File: config.mk
export PLATFORM = sky130hd
export DESIGN_NAME = eewt_top
export DESIGN_NICKNAME = d
export VERILOG_FILES = /design/src/rtl/eewt_pkg.sv /design/src/rtl/eewt_sync.sv /design/src/rtl/eewt_cond.sv /design/src/rtl/eewt_top.sv
export SDC_FILE = /design/constraint.sdc
export NUM_CORES = 1
export LEC_CHECK = 0
export BUFFER_PORTS_ARGS = -buffer_cell sky130_fd_sc_hd__buf_2
export CAP_MARGIN = 20
export CORE_UTILIZATION = 35
export CTS_CLUSTER_SIZE = 16
export DETAILED_ROUTE_END_ITERATION = 10
export PLACE_DENSITY = 0.62
export REMOVE_ABC_BUFFERS = 1
export SLEW_MARGIN = 20
export SYNTH_ARGS = -nofsm -noshare
export SYNTH_HDL_FRONTEND = slang
export SYNTH_HIERARCHICAL = 1
export SYNTH_SLANG_ARGS = --single-unit
File: constraint.sdc
create_clock -name clk -period 2.17 [get_ports clk]
set_clock_uncertainty 0.1 [all_clocks]
set_input_delay 0.1085 -clock clk [delete_from_list [all_inputs] [get_ports clk]]
set_output_delay 0.1085 -clock clk [all_outputs]
set_load 0.02 [all_outputs]
File: src/rtl/eewt_pkg.sv
// Package: shared widths, phase encoding and the control-byte decode.
// Assumes a byte-wide bus protocol with one acknowledge slot per byte.
package eewt_pkg;

    localparam int BYTE_W   = 8;
    localparam int CODE_W   = 4;
    localparam int CS_W     = 3;
    localparam int ACK_SLOT = BYTE_W + 1;
    localparam int CNT_W    = $clog2(ACK_SLOT + 1);

    // Which byte of a transfer is being received.
    typedef enum logic [1:0] {
        PH_IDLE = 2'd0,
        PH_CTRL = 2'd1,
        PH_ADDR = 2'd2,
        PH_DATA = 2'd3
    } phase_t;

    // True when a control byte selects this device for a write.
    function automatic logic ctrl_selects(input logic [BYTE_W-1:0] cb,
                                          input logic [CODE_W-1:0] code,
                                          input logic [CS_W-1:0]   cs);
        return (cb[BYTE_W-1 -: CODE_W] == code) &&
               (cb[CS_W:1] == cs) &&
               (cb[0] == 1'b0);
    endfunction

endpackage

File: src/rtl/eewt_sync.sv
// Module: multi-stage synchronizer for asynchronous bus lines.
// Assumes the lines idle high, so every stage resets to 1.
module eewt_sync #(
    parameter int WIDTH  = 2,
    parameter int STAGES = 2
) (
    input  logic             clk,
    input  logic             rst_n,
    input  logic [WIDTH-1:0] din,
    output logic [WIDTH-1:0] dout
);

    logic [WIDTH-1:0] stage_q [STAGES];

    genvar g;
    generate
        for (g = 0; g < STAGES; g++) begin : g_stage
            if (g == 0) begin : g_first
                // First stage captures the raw lines.
                always_ff @(posedge clk) begin
                    if (!rst_n) stage_q[g] <= '1;
                    else        stage_q[g] <= din;
                end
            end else begin : g_next
                // Later stages let metastability settle.
                always_ff @(posedge clk) begin
                    if (!rst_n) stage_q[g] <= '1;
                    else        stage_q[g] <= stage_q[g-1];
                end
            end
        end
    endgenerate

    assign dout = stage_q[STAGES-1];

endmodule

File: src/rtl/eewt_cond.sv
// Module: finds clock edges and START/STOP conditions on the synchronized lines.
// Assumes both inputs come through the same synchronizer depth.
module eewt_cond (
    input  logic clk,
    input  logic rst_n,
    input  logic scl_s,
    input  logic sda_s,
    output logic scl_rise,
    output logic scl_fall,
    output logic start_det,
    output logic stop_det
);

    logic scl_p;
    logic sda_p;

    // Keep the previous sample of each line.
    always_ff @(posedge clk) begin
        if (!rst_n) begin
            scl_p <= 1'b1;
            sda_p <= 1'b1;
        end else begin
            scl_p <= scl_s;
            sda_p <= sda_s;
        end
    end

    // Edge and condition decode; SDA moving under a steady high SCL is a condition.
    always_comb begin
        scl_rise  = scl_s & ~scl_p;
        scl_fall  = ~scl_s & scl_p;
        start_det = scl_s & scl_p & sda_p & ~sda_s;
        stop_det  = scl_s & scl_p & ~sda_p & sda_s;
    end

endmodule

File: src/rtl/eewt_top.sv
// Module: write-only bus target front end for a serial EEPROM.
// Receives the control byte, the word address and data bytes, drives the
// acknowledge, forwards bytes to a page-buffer engine and asks it to commit
// on STOP. Assumes the system clock samples each SCL phase at least four times.
module eewt_top
    import eewt_pkg::*;
#(
    parameter logic [CODE_W-1:0] DEV_CODE    = 4'b1010,
    parameter int                SYNC_STAGES = 2
) (
    input  logic              clk,
    input  logic              rst_n,
    input  logic              scl_i,
    input  logic              sda_i,
    input  logic [CS_W-1:0]   cs_strap,
    input  logic              wr_busy,
    output logic              sda_oe,
    output logic              byte_vld,
    output logic [BYTE_W-1:0] byte_data,
    output logic              byte_first,
    output logic              commit
);

    logic              scl_s;
    logic              sda_s;
    logic              scl_rise;
    logic              scl_fall;
    logic              start_det;
    logic              stop_det;
    phase_t            phase;
    logic [CNT_W-1:0]  bit_cnt;
    logic [BYTE_W-1:0] shreg;
    logic              data_seen;
    logic              accept;

    eewt_sync #(
        .WIDTH  (2),
        .STAGES (SYNC_STAGES)
    ) sync_i (
        .clk   (clk),
        .rst_n (rst_n),
        .din   ({scl_i, sda_i}),
        .dout  ({scl_s, sda_s})
    );

    eewt_cond cond_i (
        .clk       (clk),
        .rst_n     (rst_n),
        .scl_s     (scl_s),
        .sda_s     (sda_s),
        .scl_rise  (scl_rise),
        .scl_fall  (scl_fall),
        .start_det (start_det),
        .stop_det  (stop_det)
    );

    // Decide whether the byte just completed earns an acknowledge.
    always_comb begin
        if (wr_busy)               accept = 1'b0;
        else if (phase == PH_CTRL) accept = ctrl_selects(shreg, DEV_CODE, cs_strap);
        else                       accept = (phase == PH_ADDR) || (phase == PH_DATA);
    end

    // Byte framing, acknowledge drive, forwarding and commit.
    always_ff @(posedge clk) begin
        if (!rst_n) begin
            phase      <= PH_IDLE;
            bit_cnt    <= '0;
            shreg      <= '0;
            sda_oe     <= 1'b0;
            byte_vld   <= 1'b0;
            byte_data  <= '0;
            byte_first <= 1'b0;
            commit     <= 1'b0;
            data_seen  <= 1'b0;
        end else begin
            byte_vld <= 1'b0;
            commit   <= 1'b0;
            if (start_det) begin
                phase     <= PH_CTRL;
                bit_cnt   <= '0;
                sda_oe    <= 1'b0;
                data_seen <= 1'b0;
            end else if (stop_det) begin
                commit    <= data_seen;
                phase     <= PH_IDLE;
                bit_cnt   <= '0;
                sda_oe    <= 1'b0;
                data_seen <= 1'b0;
            end else if (phase != PH_IDLE) begin
                if (scl_rise) begin
                    if (bit_cnt < CNT_W'(BYTE_W))
                        shreg <= {shreg[BYTE_W-2:0], sda_s};
                    if (bit_cnt <= CNT_W'(BYTE_W))
                        bit_cnt <= bit_cnt + 1'b1;
                end else if (scl_fall) begin
                    if (bit_cnt == CNT_W'(BYTE_W)) begin
                        if (accept) begin
                            sda_oe <= 1'b1;
                            if (phase != PH_CTRL) begin
                                byte_vld   <= 1'b1;
                                byte_data  <= shreg;
                                byte_first <= (phase == PH_ADDR);
                            end
                            if (phase == PH_DATA) data_seen <= 1'b1;
                        end else begin
                            phase     <= PH_IDLE;
                            bit_cnt   <= '0;
                            data_seen <= 1'b0;
                        end
                    end else if (bit_cnt == CNT_W'(ACK_SLOT)) begin
                        sda_oe  <= 1'b0;
                        bit_cnt <= '0;
                        if (phase == PH_CTRL)      phase <= PH_ADDR;
                        else if (phase == PH_ADDR) phase <= PH_DATA;
                    end
                end
            end
        end
    end

endmodule

-- Yosys cells after proc, flatten, opt, wreduce, memory -nomap -nowiden
Memory sizes are Yosys's and may differ from the RTL's.
Index checks and enable logic that the tools add are counted.
Widths: inputs -> output; s select.
- reductions and logical operators: 22
- multiplexer cells: 28
- bitwise gates (word level): 22
- eq/ne operators: 15
- add/subtract/negate cells: 1
- order comparisons: 2
- operator list (kind ; count):
    $mux 4 ; 6
    $reduce_and 5->1 ; 4
    $mux 1 ; 15
    $mux 2 ; 7
    $not 1->1 ; 13
    $eq 4x4->1 const B ; 3
    $reduce_and 6->1 ; 2
    $reduce_bool 3->1 ; 4
    $reduce_and 8->1 ; 1
    $reduce_or 8->1 ; 1
    $and 1x1->1 ; 7
    $ne 2x2->1 const B ; 3
    $reduce_bool 2->1 ; 3
    $reduce_or 3->1 ; 2
    $reduce_bool 5->1 ; 1
    $add 4x1->4 const B ; 1
    $eq 2x2->1 const B ; 2
    $le 4x4->1 const B ; 1
    $lt 4x4->1 const B ; 1
    $ne 2x1->1 const B ; 2
    $ne 4x2->1 const B ; 1
    $reduce_bool 4->1 ; 1
    $eq 3x3->1 ; 1
    $ne 3x2->1 const B ; 1
    other kinds (5) ; 7
- flip-flop bits (word level): 29
- output and inout bits: 12
- memories kept: 1
- bits in writable memories: 4
- memory list (memory ; depth ; bits a word ; read ports ; clocked after memory_dff ; wr ports ; line ; RTL):
    sync_i.stage_q ; 2 ; 2 ; 2 ; 0 ; 2 ; eewt_sync.sv:13 ; logic [WIDTH-1:0] stage_q [STAGES];

-- Longest topological paths before layout
Gate-level depths: netlist (run 1).
- depth after elaboration: 12
- mapped depth: 7
- depth with buffers taken out: 7

-- Cells and area by module
The synthesis (run 1) kept the hierarchy.
- modules (own cells, without submodules) (module ; cells an instance ; instances ; area an instance (um2)):
    eewt_top ; 143 ; 1 ; 1317.5
    eewt_sync ; 8 ; 1 ; 105.1
    eewt_cond ; 8 ; 1 ; 85.1

-- Worst setup path after synthesis (run 1)
No wires, ideal clock.
- kind: flip-flop to flip-flop
- start point: memory sync_i.stage_q[1][1]
- end point: register shreg[4]
- slack: 0.458 ns
- period minus slack after synthesis: 1.712 ns
- data arrival time: 1.485 ns
- library setup time: 0.128 ns
- cell stages (with the launch flop): 7
- data required time: 1.942 ns
- path through: dfxtp_1 -> nor2b_1 -> o21ai_0 -> or4_1 -> buf_4 -> mux2i_1 -> nor2_1
- RTL lines (element ; line ; RTL):
    from (decl) ; eewt_sync.sv:13 ;
    to (signal assigned) ; eewt_top.sv:93 ; shreg <= {shreg[BYTE_W-2:0], sda_s};
    to (decl) ; eewt_top.sv:32 ; logic [BYTE_W-1:0] shreg;

==> reports/results.ini, run 1 <==
[sta]
setup_ws_ns = 0.271
timing.final.crit_period_ns = 1.90
fmax_mhz = 527
worst_hold_slack_ns = 0.0428
hold_vio_cnt_final = 0
tightestPinTransition_ns = 0.512
slew_viol_final = 0
rsz0062_at_grt = false
worst_slew_margin_rel_pct = 65.6
finalSetupTns_ns = 0
total_of_endpoints_with_negative_setup_slack_in_the_final_report = 0
period_share_pct = 87.5

[power_and_ir_drop]
fin_total_pwr_w = 0.00122
ir_worst_vdd_mv = 0.364
p_comb_share_pct = 4.1
p_sw_w = 0.000251
p_sw_share_pct = 20.6
p_leak_nw = 0.827
power.internal_w = 0.000966
power-per-cell-area_nw_per_um2 = 671
power_frac_seq_pct = 50.6
share_clk_of_total_power_pct = 45.3

[die]
core.rowCount = 23
fp.dieArea_um2 = 4570
floorplan.die.width_um = 67.6
io_pins = 20
core_area_um2 = 4060
start_util_pct = 37.2
die_height_um = 67.6

[grt]
overflow = 0
grt_first_pass_wirelength_um = 4710
groute.usage.overall_pct = 14.3
grt_start_max_net_pins = 20
first_global_vias = 1026
antenna_found_initial = 0

[worst_hold_path]
hold_class = input port to register
whs_path_depth = 3
launch_point_of_the_worst_hold_path = wr_busy
worst_hold_path.endpoint = data_seen

[drt]
route.vias.total = 1205
first_iteration_detailed_routing_drc_count = 61
routed_via_density = 5.06
postRouteAntennaNets = 0
drtPass1Iterations = 4
post-route-drc-count = 0
routed_wire_length_um = 2960
wire_per_inst_um = 12.5

[worst_setup_path]
worst-endpoint-required_ns = 2.24
cpPeakStageDelay_ns = 0.55
slowest_stage = or4_4
cp_data_arrival_time_ns = 1.96
cell_breakdown_of_the_critical_path = nor2b_1, o21ai_0, or4_4, mux2i_1, nor2_1
r2r_slack_ns = 0.27
rr_worst_depth = 5
cp_max_fo = 8
worstSetupEndpointType = register
timing.critical_path.from_type = register
r2r-start = sync_i/stage_q[1][1]
r2r-end = shreg[4]
critPathTopFamily = simple AND/OR/NAND/NOR gates
critPathKind = register to register
timing.critical_path.buf_inv = 0

[flow_run]
drv_cap = 0

[synthesis]
synth.largest_area_cell = dfxtp_1
asyncSetResetFlopFracSynth_pct = 0
synth.top_cells.by_area = dfxtp_1 (44%), mux2i_1 (12%), nor2_1 (5.7%)
synth.yosys.seq_area_share_pct = 43.8
ys.warnings.count = 6
syn_avg_cell_area_um2 = 9.48
synth_area_um2 = 1510
most_instantiated_flip_flop_cell_in_the_synthesis_netlist = dfxtp_1
edff_count_synth = 0
synthCells = 159
yosysTopAreaCellShare_pct = 43.8
post_synth_num_cell_types = 43
synth_most_common_cell = dfxtp_1
synth.ff_latch_count = 33
synth_common_cells = dfxtp_1 (33), nor2_1 (23), mux2i_1 (18)

[clocking]
clkSinkCount = 33
h-tree-depth = 2
clkLatencyLatePin_ns = 0.29
cts_made_buffers = 5
path_clk_slew_ns = 0.06
clockBufferDepth = 2
tritoncts = yes
clock_root_cell = clkbuf_8

[layout]
postLayoutCoreUtil_pct = 44.7
final_net_count = 199
n_antenna_cell = 0
multi_input_comb_area_um2 = 808
area_used_by_sequential_logic_in_the_layout_um2 = 661
layout-drive-gt1-share_pct = 19.7
area_added_between_synthesis_and_finish_pct = 20.3
num-fill-cells = 412

[run_status]
run_status = finished, final reports clean

[placed_design]
buffer_ports.inserted = 19
pre_cts_ws_ns = 0.151
routabilityCongestion = 0.854
hpwlAfterDp_um = 2160

[layout make-up]
| class | instances | area share, % |
|---|---|---|
| multi-input combinational | 117 | 44.6 |
| sequential | 33 | 36.4 |
| inverter | 5 | 1.03 |
| timing repair buffer | 26 | 8.83 |
| clock buffer | 5 | 3.79 |
| tap | 50 | 3.45 |
| clock inverter | 2 | 1.93 |
[worst max-delay path by stage]
| stage | from | to | slack, ns | depth (start not counted) |
|---|---|---|---|---|
| global placement | sync_i/stage_q[1][1] | shreg[5] | 0.23 | 5 |
| floorplan | bit_cnt[0] | byte_data[0] | 0.35 | 6 |
| global route | bit_cnt[0] | phase[0] | 0.08 | 7 |
| CTS | sync_i/stage_q[1][1] | shreg[1] | 0.12 | 5 |
| finish | sync_i/stage_q[1][1] | shreg[4] | 0.27 | 5 |
| detailed placement | sync_i/stage_q[1][1] | shreg[5] | 0.15 | 5 |
[cell families (layout without fill, tap and decap cells)]
group | count (synthesis) | after routing | share of synthesized area [%]
compound gates | 23 | 23 | 9.29
buf+inv | 9 | 38 | 2.82
flops | 33 | 33 | 43.8
simple gates | 70 | 70 | 27.9
mux | 18 | 18 | 12.0
fa+ha+maj | 3 | 3 | 2.49
xor+xnor | 3 | 3 | 1.74
[cell usage in the layout (no fill, tap or decap), types with 2 or more instances in the layout]
master,n
nor2_1,23
ha_1,3
nand3b_1,2
buf_2,19
dlygate4sd3_1,5
nand2_1,7
mux2i_1,18
inv_1,4
nand4_1,2
a21oi_1,9
o21a_1,3
nor3_1,2
dfxtp_1,33
nor2b_1,6
buf_4,2
and4b_1,2
nand3_1,2
o21ai_0,3
clkbuf_8,5
o21ai_1,2
xor2_1,3
nand2b_1,8
[worst min-delay path, delay by kind of cell]
| kind | cells | cell delay [ns] |
|---|---|---|
| buffers and inverters | 1 | 0.12 |
| AND/OR/NAND/NOR | 1 | 0.11 |
| AO/OA/AOI/OAI | 1 | 0.05 |
[layer usage]
layer / track usage, % / wire [um]
met1: 18.5 / 1470
met2: 20.7 / 1310
met3: 6.59 / 131
met4: 4.79 / 52
met5: 0 / 0
[repair_timing]
action / CTS / global route
endpoints found under the setup margin: 0 / 7
hold buffers: 5 / 0
buffers inserted: 0 / 0
gates resized for setup: 0 / 1
endpoints found under the hold margin: 6 / 0
[sequential cells by signal (all words and copies together), names as in the netlist, 2 cells and up]
name and cells:
phase 2, bit_cnt 4, byte_data 8, shreg 8, sync_i/stage_q 4
[per-stage QoR]
step                      area (um^2)  std cells
after global routing             1810        238
after global placement           1660        226
after floorplan                  1480        155
final                            1810        238
after detailed placement         1660        226
after CTS                        1810        238
[power by group through the flow]
stage	Sequential [W]	Clock, W	Combinational [W]
6_report	0.000616	0.000552	0.0000498
5_1_grt	0.000616	0.000599	0.0000546
4_1_cts	0.000616	0.000566	0.0000494
3_5_place_dp	0.000629	0	0.0000426
3_3_place_gp	0.000629	0	0.0000416
2_1_floorplan	0.000628	0	0.0000262
Power figures use the tool's default switching activity.
==> run 2, diff against run 1 <==
Settings changed: CELL_PAD_IN_SITES_DETAIL_PLACEMENT from default to 1, CELL_PAD_IN_SITES_GLOBAL_PLACEMENT from default to 2, PLACE_DENSITY 0.62 to 0.87.
==> reports/results.ini, run 2 (synthesis results as in run 1) <==
[run_status]
run_status = finished, final reports clean  ; unchanged

[grt]
grt_start_max_net_pins = 20  ; unchanged
antenna_found_initial = 0  ; unchanged
first_global_vias = 1205  ; was 1026
groute.usage.overall_pct = 16.7  ; was 14.3%
overflow = 0  ; unchanged
grt_first_pass_wirelength_um = 5530  ; was 4710 um

[sta]
hold_vio_cnt_final = 0  ; unchanged
slew_viol_final = 0  ; unchanged
worst_slew_margin_rel_pct = 58.7  ; was 65.6%
fmax_mhz = 519  ; was 527 MHz
worst_hold_slack_ns = 0.0489  ; was 0.0428 ns
total_of_endpoints_with_negative_setup_slack_in_the_final_report = 0  ; unchanged
tightestPinTransition_ns = 0.610  ; was 0.512 ns
rsz0062_at_grt = false  ; unchanged
timing.final.crit_period_ns = 1.93  ; was 1.90 ns
period_share_pct = 88.7  ; was 87.5%
finalSetupTns_ns = 0  ; unchanged

[drt]
routed_via_density = 5.06  ; about the same
first_iteration_detailed_routing_drc_count = 43  ; was 61
drtPass1Iterations = 4  ; unchanged
routed_wire_length_um = 3440  ; was 2960 um
post-route-drc-count = 0  ; unchanged
postRouteAntennaNets = 0  ; unchanged
route.vias.total = 1220  ; was 1205
wire_per_inst_um = 14.3  ; was 12.5 um

[layout]
n_antenna_cell = 0  ; unchanged
reg_top3 = byte_data: 8 flops, shreg: 8 flops  ; unchanged
final_net_count = 201  ; was 199
most-common-layout-cells = dfxtp_1 (33), nor2_1 (23), buf_2 (19), mux2i_1 (18), a21oi_1 (9)  ; unchanged
area_added_between_synthesis_and_finish_pct = 20.2  ; was 20.3%
post_layout_nonfiller_instances = 241  ; was 238
commonest_non_fill_non_tap_cell_in_the_layout = dfxtp_1  ; unchanged
layout-drive-gt1-share_pct = 20.9  ; was 19.7%

[die]
io_pins = 20  ; unchanged
fp.dieArea_um2 = 4570  ; unchanged
die_height_um = 67.6  ; unchanged
core_area_um2 = 4060  ; unchanged
floorplan.die.width_um = 67.6  ; unchanged
core.rowCount = 23  ; unchanged
start_util_pct = 37.2  ; unchanged

[clocking]
clock_root_cell = clkbuf_8  ; unchanged
clockBufferDepth = 2  ; unchanged
clkLatencyLatePin_ns = 0.29  ; about the same
clkSinkCount = 33  ; unchanged
h-tree-depth = 2  ; unchanged
cts_made_buffers = 5  ; unchanged
tritoncts = yes  ; unchanged
path_clk_slew_ns = 0.07  ; was 0.06 ns

[power_and_ir_drop]
p_leak_nw = 0.828  ; was 0.827 nW
power-per-cell-area_nw_per_um2 = 621  ; was 671 nW/um^2
ir_worst_vdd_mv = 0.287  ; was 0.364 mV
fin_total_pwr_w = 0.00113  ; was 0.00122 W

[worst_setup_path]
cp_data_arrival_time_ns = 1.99  ; was 1.96 ns
worst-endpoint-required_ns = 2.24  ; about the same
critPathTopFamily = simple AND/OR/NAND/NOR gates  ; unchanged
rr_worst_depth = 5  ; unchanged
critPathKind = register to register  ; unchanged
cp_max_fo = 8  ; unchanged
crit_cells = 5  ; unchanged
slowest_stage = or4_4  ; unchanged
cell_breakdown_of_the_critical_path = nor2b_1, o21ai_0, or4_4, mux2i_1, nor2_1  ; unchanged
timing.critical_path.from_type = register  ; unchanged
timing.critical_path.buf_inv = 0  ; unchanged
cpPeakStageDelay_ns = 0.55  ; about the same
worstSetupEndpointType = register  ; unchanged

[placed_design]
routabilityCongestion = 0.833  ; was 0.854
placed_cells = 228  ; was 226
buffer_ports.inserted = 19  ; unchanged
hpwlAfterDp_um = 2550  ; was 2160 um

[flow_run]
drv_cap = 0  ; unchanged

[worst_hold_path]
whs_path_depth = 3  ; unchanged
hold_class = input port to register  ; unchanged

run 2: routing by layer:
layer | track usage, % | up-vias | routed length [um]
met5 | 0 | - | 0
met4 | 6.38 | 0 | 61
met3 | 5.57 | 5 | 109
met2 | 27.1 | 15 | 1620
met1 | 20.0 | 585 | 1640
li1 | - | 615 | -
run 2: area by class of cell:
type,count,area (um^2)
Fill cell,465,2250
Multi-Input combinational cell,117,808
Sequential cell,33,661
Timing Repair Buffer,28,175
Clock buffer,5,68.8
Tap cell,50,62.6
Inverter,5,18.8
Clock inverter,3,17.5
run 2: final timing paths:
check / startpoint / to / slack (ns)
worst min-delay path: wr_busy / data_seen / 0.05
worst min register to register: sync_i/stage_q[0][1] / sync_i/stage_q[1][1] / 0.32
worst max-delay path: sync_i/stage_q[1][1] / shreg[0] / 0.24
worst max register to register: sync_i/stage_q[1][1] / shreg[0] / 0.24
run 2: power by group:
group	internal [W]	leakage (nW)	switching [W]
logic	0.0000228	0.517	0.0000305
registers	0.000611	0.267	0.00000389
clock network	0.000221	0.0439	0.000236
run 2: repair_timing:
action                     CTS  global route
hold endpoints to repair     6             0
buffers inserted             0             0
hold buffers                 5             0
setup endpoints to repair    0             8
gates resized for setup      0             1
run 2: worst reg2reg max path, stage by stage (launching register included):
cell and delay, ns:
dfxtp_1 0.37, nor2b_1 0.32, o21ai_0 0.20, or4_4 0.55, mux2i_1 0.21, nor2_1 0.06
run 2: through the flow:
step,setup slack [ns],util (%),area (um^2)
6_report,0.245,44.7,1810
5_1_grt,0.0726,44.7,1810
4_1_cts,0.0937,44.6,1810
3_5_place_dp,0.101,41.2,1670
3_3_place_gp,0.219,41.2,1670
2_1_floorplan,0.346,-,1480
==> run 3, diff against run 2 <==
Settings changed: CORE_ASPECT_RATIO from default to 0.8.
==> reports/results.ini, run 3 (synthesis results as in run 1) <==
[clocking]
cts_made_buffers = 5  ; unchanged
clkLatencyLatePin_ns = 0.29  ; about the same
clock_root_cell = clkbuf_8  ; unchanged
path_clk_slew_ns = 0.07  ; about the same
postCtsSetupRepairBufs = 0  ; unchanged
clockBufferDepth = 2  ; unchanged
h-tree-depth = 2  ; unchanged
tritoncts = yes  ; unchanged
clkSinkCount = 33  ; unchanged

[die]
core_area_um2 = 3950  ; was 4060 um^2
core.rowCount = 20  ; was 23
io_pins = 20  ; unchanged
floorplan.die.width_um = 75.4  ; was 67.6 um
start_util_pct = 38.1  ; was 37.2%
fp.dieArea_um2 = 4580  ; was 4570 um^2
die_height_um = 60.7  ; was 67.6 um

[drt]
wl_met3_um = 130  ; was 109 um
first_iteration_detailed_routing_drc_count = 72  ; was 43
wire_per_inst_um = 14.2  ; was 14.3 um
drtPass1Iterations = 4  ; unchanged
top_layer = met4  ; unchanged
wl_met1_um = 1660  ; was 1640 um
detailroute.wirelength.met2_um = 1620  ; about the same
routed_via_density = 5.12  ; was 5.06
routed_wire_length_um = 3470  ; was 3440 um
route.vias.total = 1250  ; was 1220
post-route-drc-count = 0  ; unchanged
postRouteAntennaNets = 0  ; unchanged

[worst_setup_path]
timing.critical_path.buf_inv = 0  ; unchanged
cpPeakStageDelay_ns = 0.55  ; about the same
cp_max_fo = 8  ; unchanged
timing.critical_path.from_type = register  ; unchanged
critPathTopFamily = simple AND/OR/NAND/NOR gates  ; unchanged
worst-endpoint-required_ns = 2.24  ; about the same
slowest_stage = or4_4  ; unchanged
critPathKind = register to register  ; unchanged
cp_data_arrival_time_ns = 2.03  ; was 1.99 ns
cell_breakdown_of_the_critical_path = nor2b_1, o21ai_0, or4_4, mux2i_1, nor2_1  ; unchanged
worstSetupEndpointType = register  ; unchanged

[layout]
n_antenna_cell = 0  ; unchanged
num-fill-cells = 490  ; was 465
commonest_non_fill_non_tap_cell_in_the_layout = dfxtp_1  ; unchanged
reg_top3 = byte_data: 8 flops, shreg: 8 flops  ; unchanged
final_net_count = 199  ; was 201
layout-drive-gt1-share_pct = 20.6  ; was 20.9%
postLayoutCoreUtil_pct = 46.4  ; was 44.7%
area_used_by_sequential_logic_in_the_layout_um2 = 661  ; unchanged
area_added_between_synthesis_and_finish_pct = 21.7  ; was 20.2%
most-common-layout-cells = dfxtp_1 (33), nor2_1 (23), buf_2 (19), mux2i_1 (18), a21oi_1 (9)  ; unchanged
multi_input_comb_area_um2 = 808  ; unchanged

[power_and_ir_drop]
power_frac_seq_pct = 48.4  ; was 54.6%
p_leak_nw = 0.833  ; was 0.828 nW
fin_total_pwr_w = 0.00127  ; was 0.00113 W
p_comb_share_pct = 3.9  ; was 4.7%
ir_worst_vdd_mv = 0.353  ; was 0.287 mV
p_sw_share_pct = 21.1  ; was 24.0%
p_sw_w = 0.000269  ; was 0.000270 W
power-per-cell-area_nw_per_um2 = 694  ; was 621 nW/um^2
share_clk_of_total_power_pct = 47.7  ; was 40.6%
power.internal_w = 0.00100  ; was 0.000855 W

[sta]
fmax_mhz = 509  ; was 519 MHz
slew_viol_final = 0  ; unchanged
setup_ws_ns = 0.204  ; was 0.245 ns
period_share_pct = 90.6  ; was 88.7%
tightestPinTransition_ns = 0.527  ; was 0.610 ns
timing.final.crit_period_ns = 1.97  ; was 1.93 ns
hold_vio_cnt_final = 0  ; unchanged
finalSetupTns_ns = 0  ; unchanged
worst_slew_margin_rel_pct = 64.7  ; was 58.7%
total_of_endpoints_with_negative_setup_slack_in_the_final_report = 0  ; unchanged

[grt]
overflow = 0  ; unchanged
grt_first_pass_wirelength_um = 5720  ; was 5530 um
antenna_found_initial = 0  ; unchanged
first_global_vias = 1241  ; was 1205
grt_start_max_net_pins = 20  ; unchanged
groute.usage.overall_pct = 17.4  ; was 16.7%

[placed_design]
buffer_ports.inserted = 19  ; unchanged
routabilityCongestion = 0.783  ; was 0.833
pre_cts_ws_ns = 0.0675  ; was 0.101 ns
hpwlAfterDp_um = 2550  ; about the same

[worst_hold_path]
hold_class = input port to register  ; unchanged

[flow_run]
drv_cap = 0  ; unchanged

[run_status]
run_status = finished, final reports clean  ; unchanged

-- run 3: final cells by class --
cell class	instances	area share [%]
multi-input combinational	117	44.1
sequential	33	36.0
timing repair buffer	26	8.59
clock buffer	6	4.50
tap	55	3.75
clock inverter	2	2.05
inverter	5	1.02
-- run 3: worst register-to-register path: cells and delay by family, from the launching register on --
| family | cells | cell delay (ns) |
|---|---|---|
| AND/OR/NAND/NOR | 3 | 0.96 |
| AO/OA/AOI/OAI | 1 | 0.23 |
| multiplexers | 1 | 0.19 |
| flip-flops | 1 | 0.37 |
-- run 3: worst paths after layout --
| path | from | endpoint | slack (ns) | cells past startpoint |
|---|---|---|---|---|
| worst max-delay path | sync_i/stage_q[1][1] | shreg[6] | 0.20 | 5 |
| worst max register to register | sync_i/stage_q[1][1] | shreg[6] | 0.20 | 5 |
| worst min register to register | sync_i/stage_q[0][0] | sync_i/stage_q[1][0] | 0.32 | 1 |
| worst min-delay path | wr_busy | data_seen | 0.04 | 3 |
-- run 3: timing repair --
action                                  CTS  global route
endpoints found under the setup margin    0             8
endpoints found under the hold margin     3             0
gates resized for setup                   0             1
hold buffers                              4             0
-- run 3: metal layers --
| layer | global-route usage, % | vias up |
|---|---|---|
| met4 | 8.73 | 0 |
| met1 | 21.5 | 604 |
| li1 | - | 615 |
| met2 | 27.8 | 24 |
| met3 | 4.98 | 7 |
| met5 | 0 | - |
-- run 3: stage by stage --
stage / std cells / hold slack, ns / instance area (um^2)
6_report: 244 / 0.0430 / 1830
5_1_grt: 244 / 0.0578 / 1830
4_1_cts: 244 / 0.0376 / 1830
3_5_place_dp: 232 / 0.200 / 1670
3_3_place_gp: 232 / 0.188 / 1670
2_1_floorplan: 155 / 0.0815 / 1480
-- run 3: power by group through the flow --
stage / sequential (W) / combinational (W) / clock [W]
2_1_floorplan: 0.000628 / 0.0000262 / 0
3_3_place_gp: 0.000629 / 0.0000426 / 0
3_5_place_dp: 0.000629 / 0.0000439 / 0
4_1_cts: 0.000615 / 0.0000494 / 0.000621
5_1_grt: 0.000616 / 0.0000555 / 0.000646
6_report: 0.000616 / 0.0000500 / 0.000608
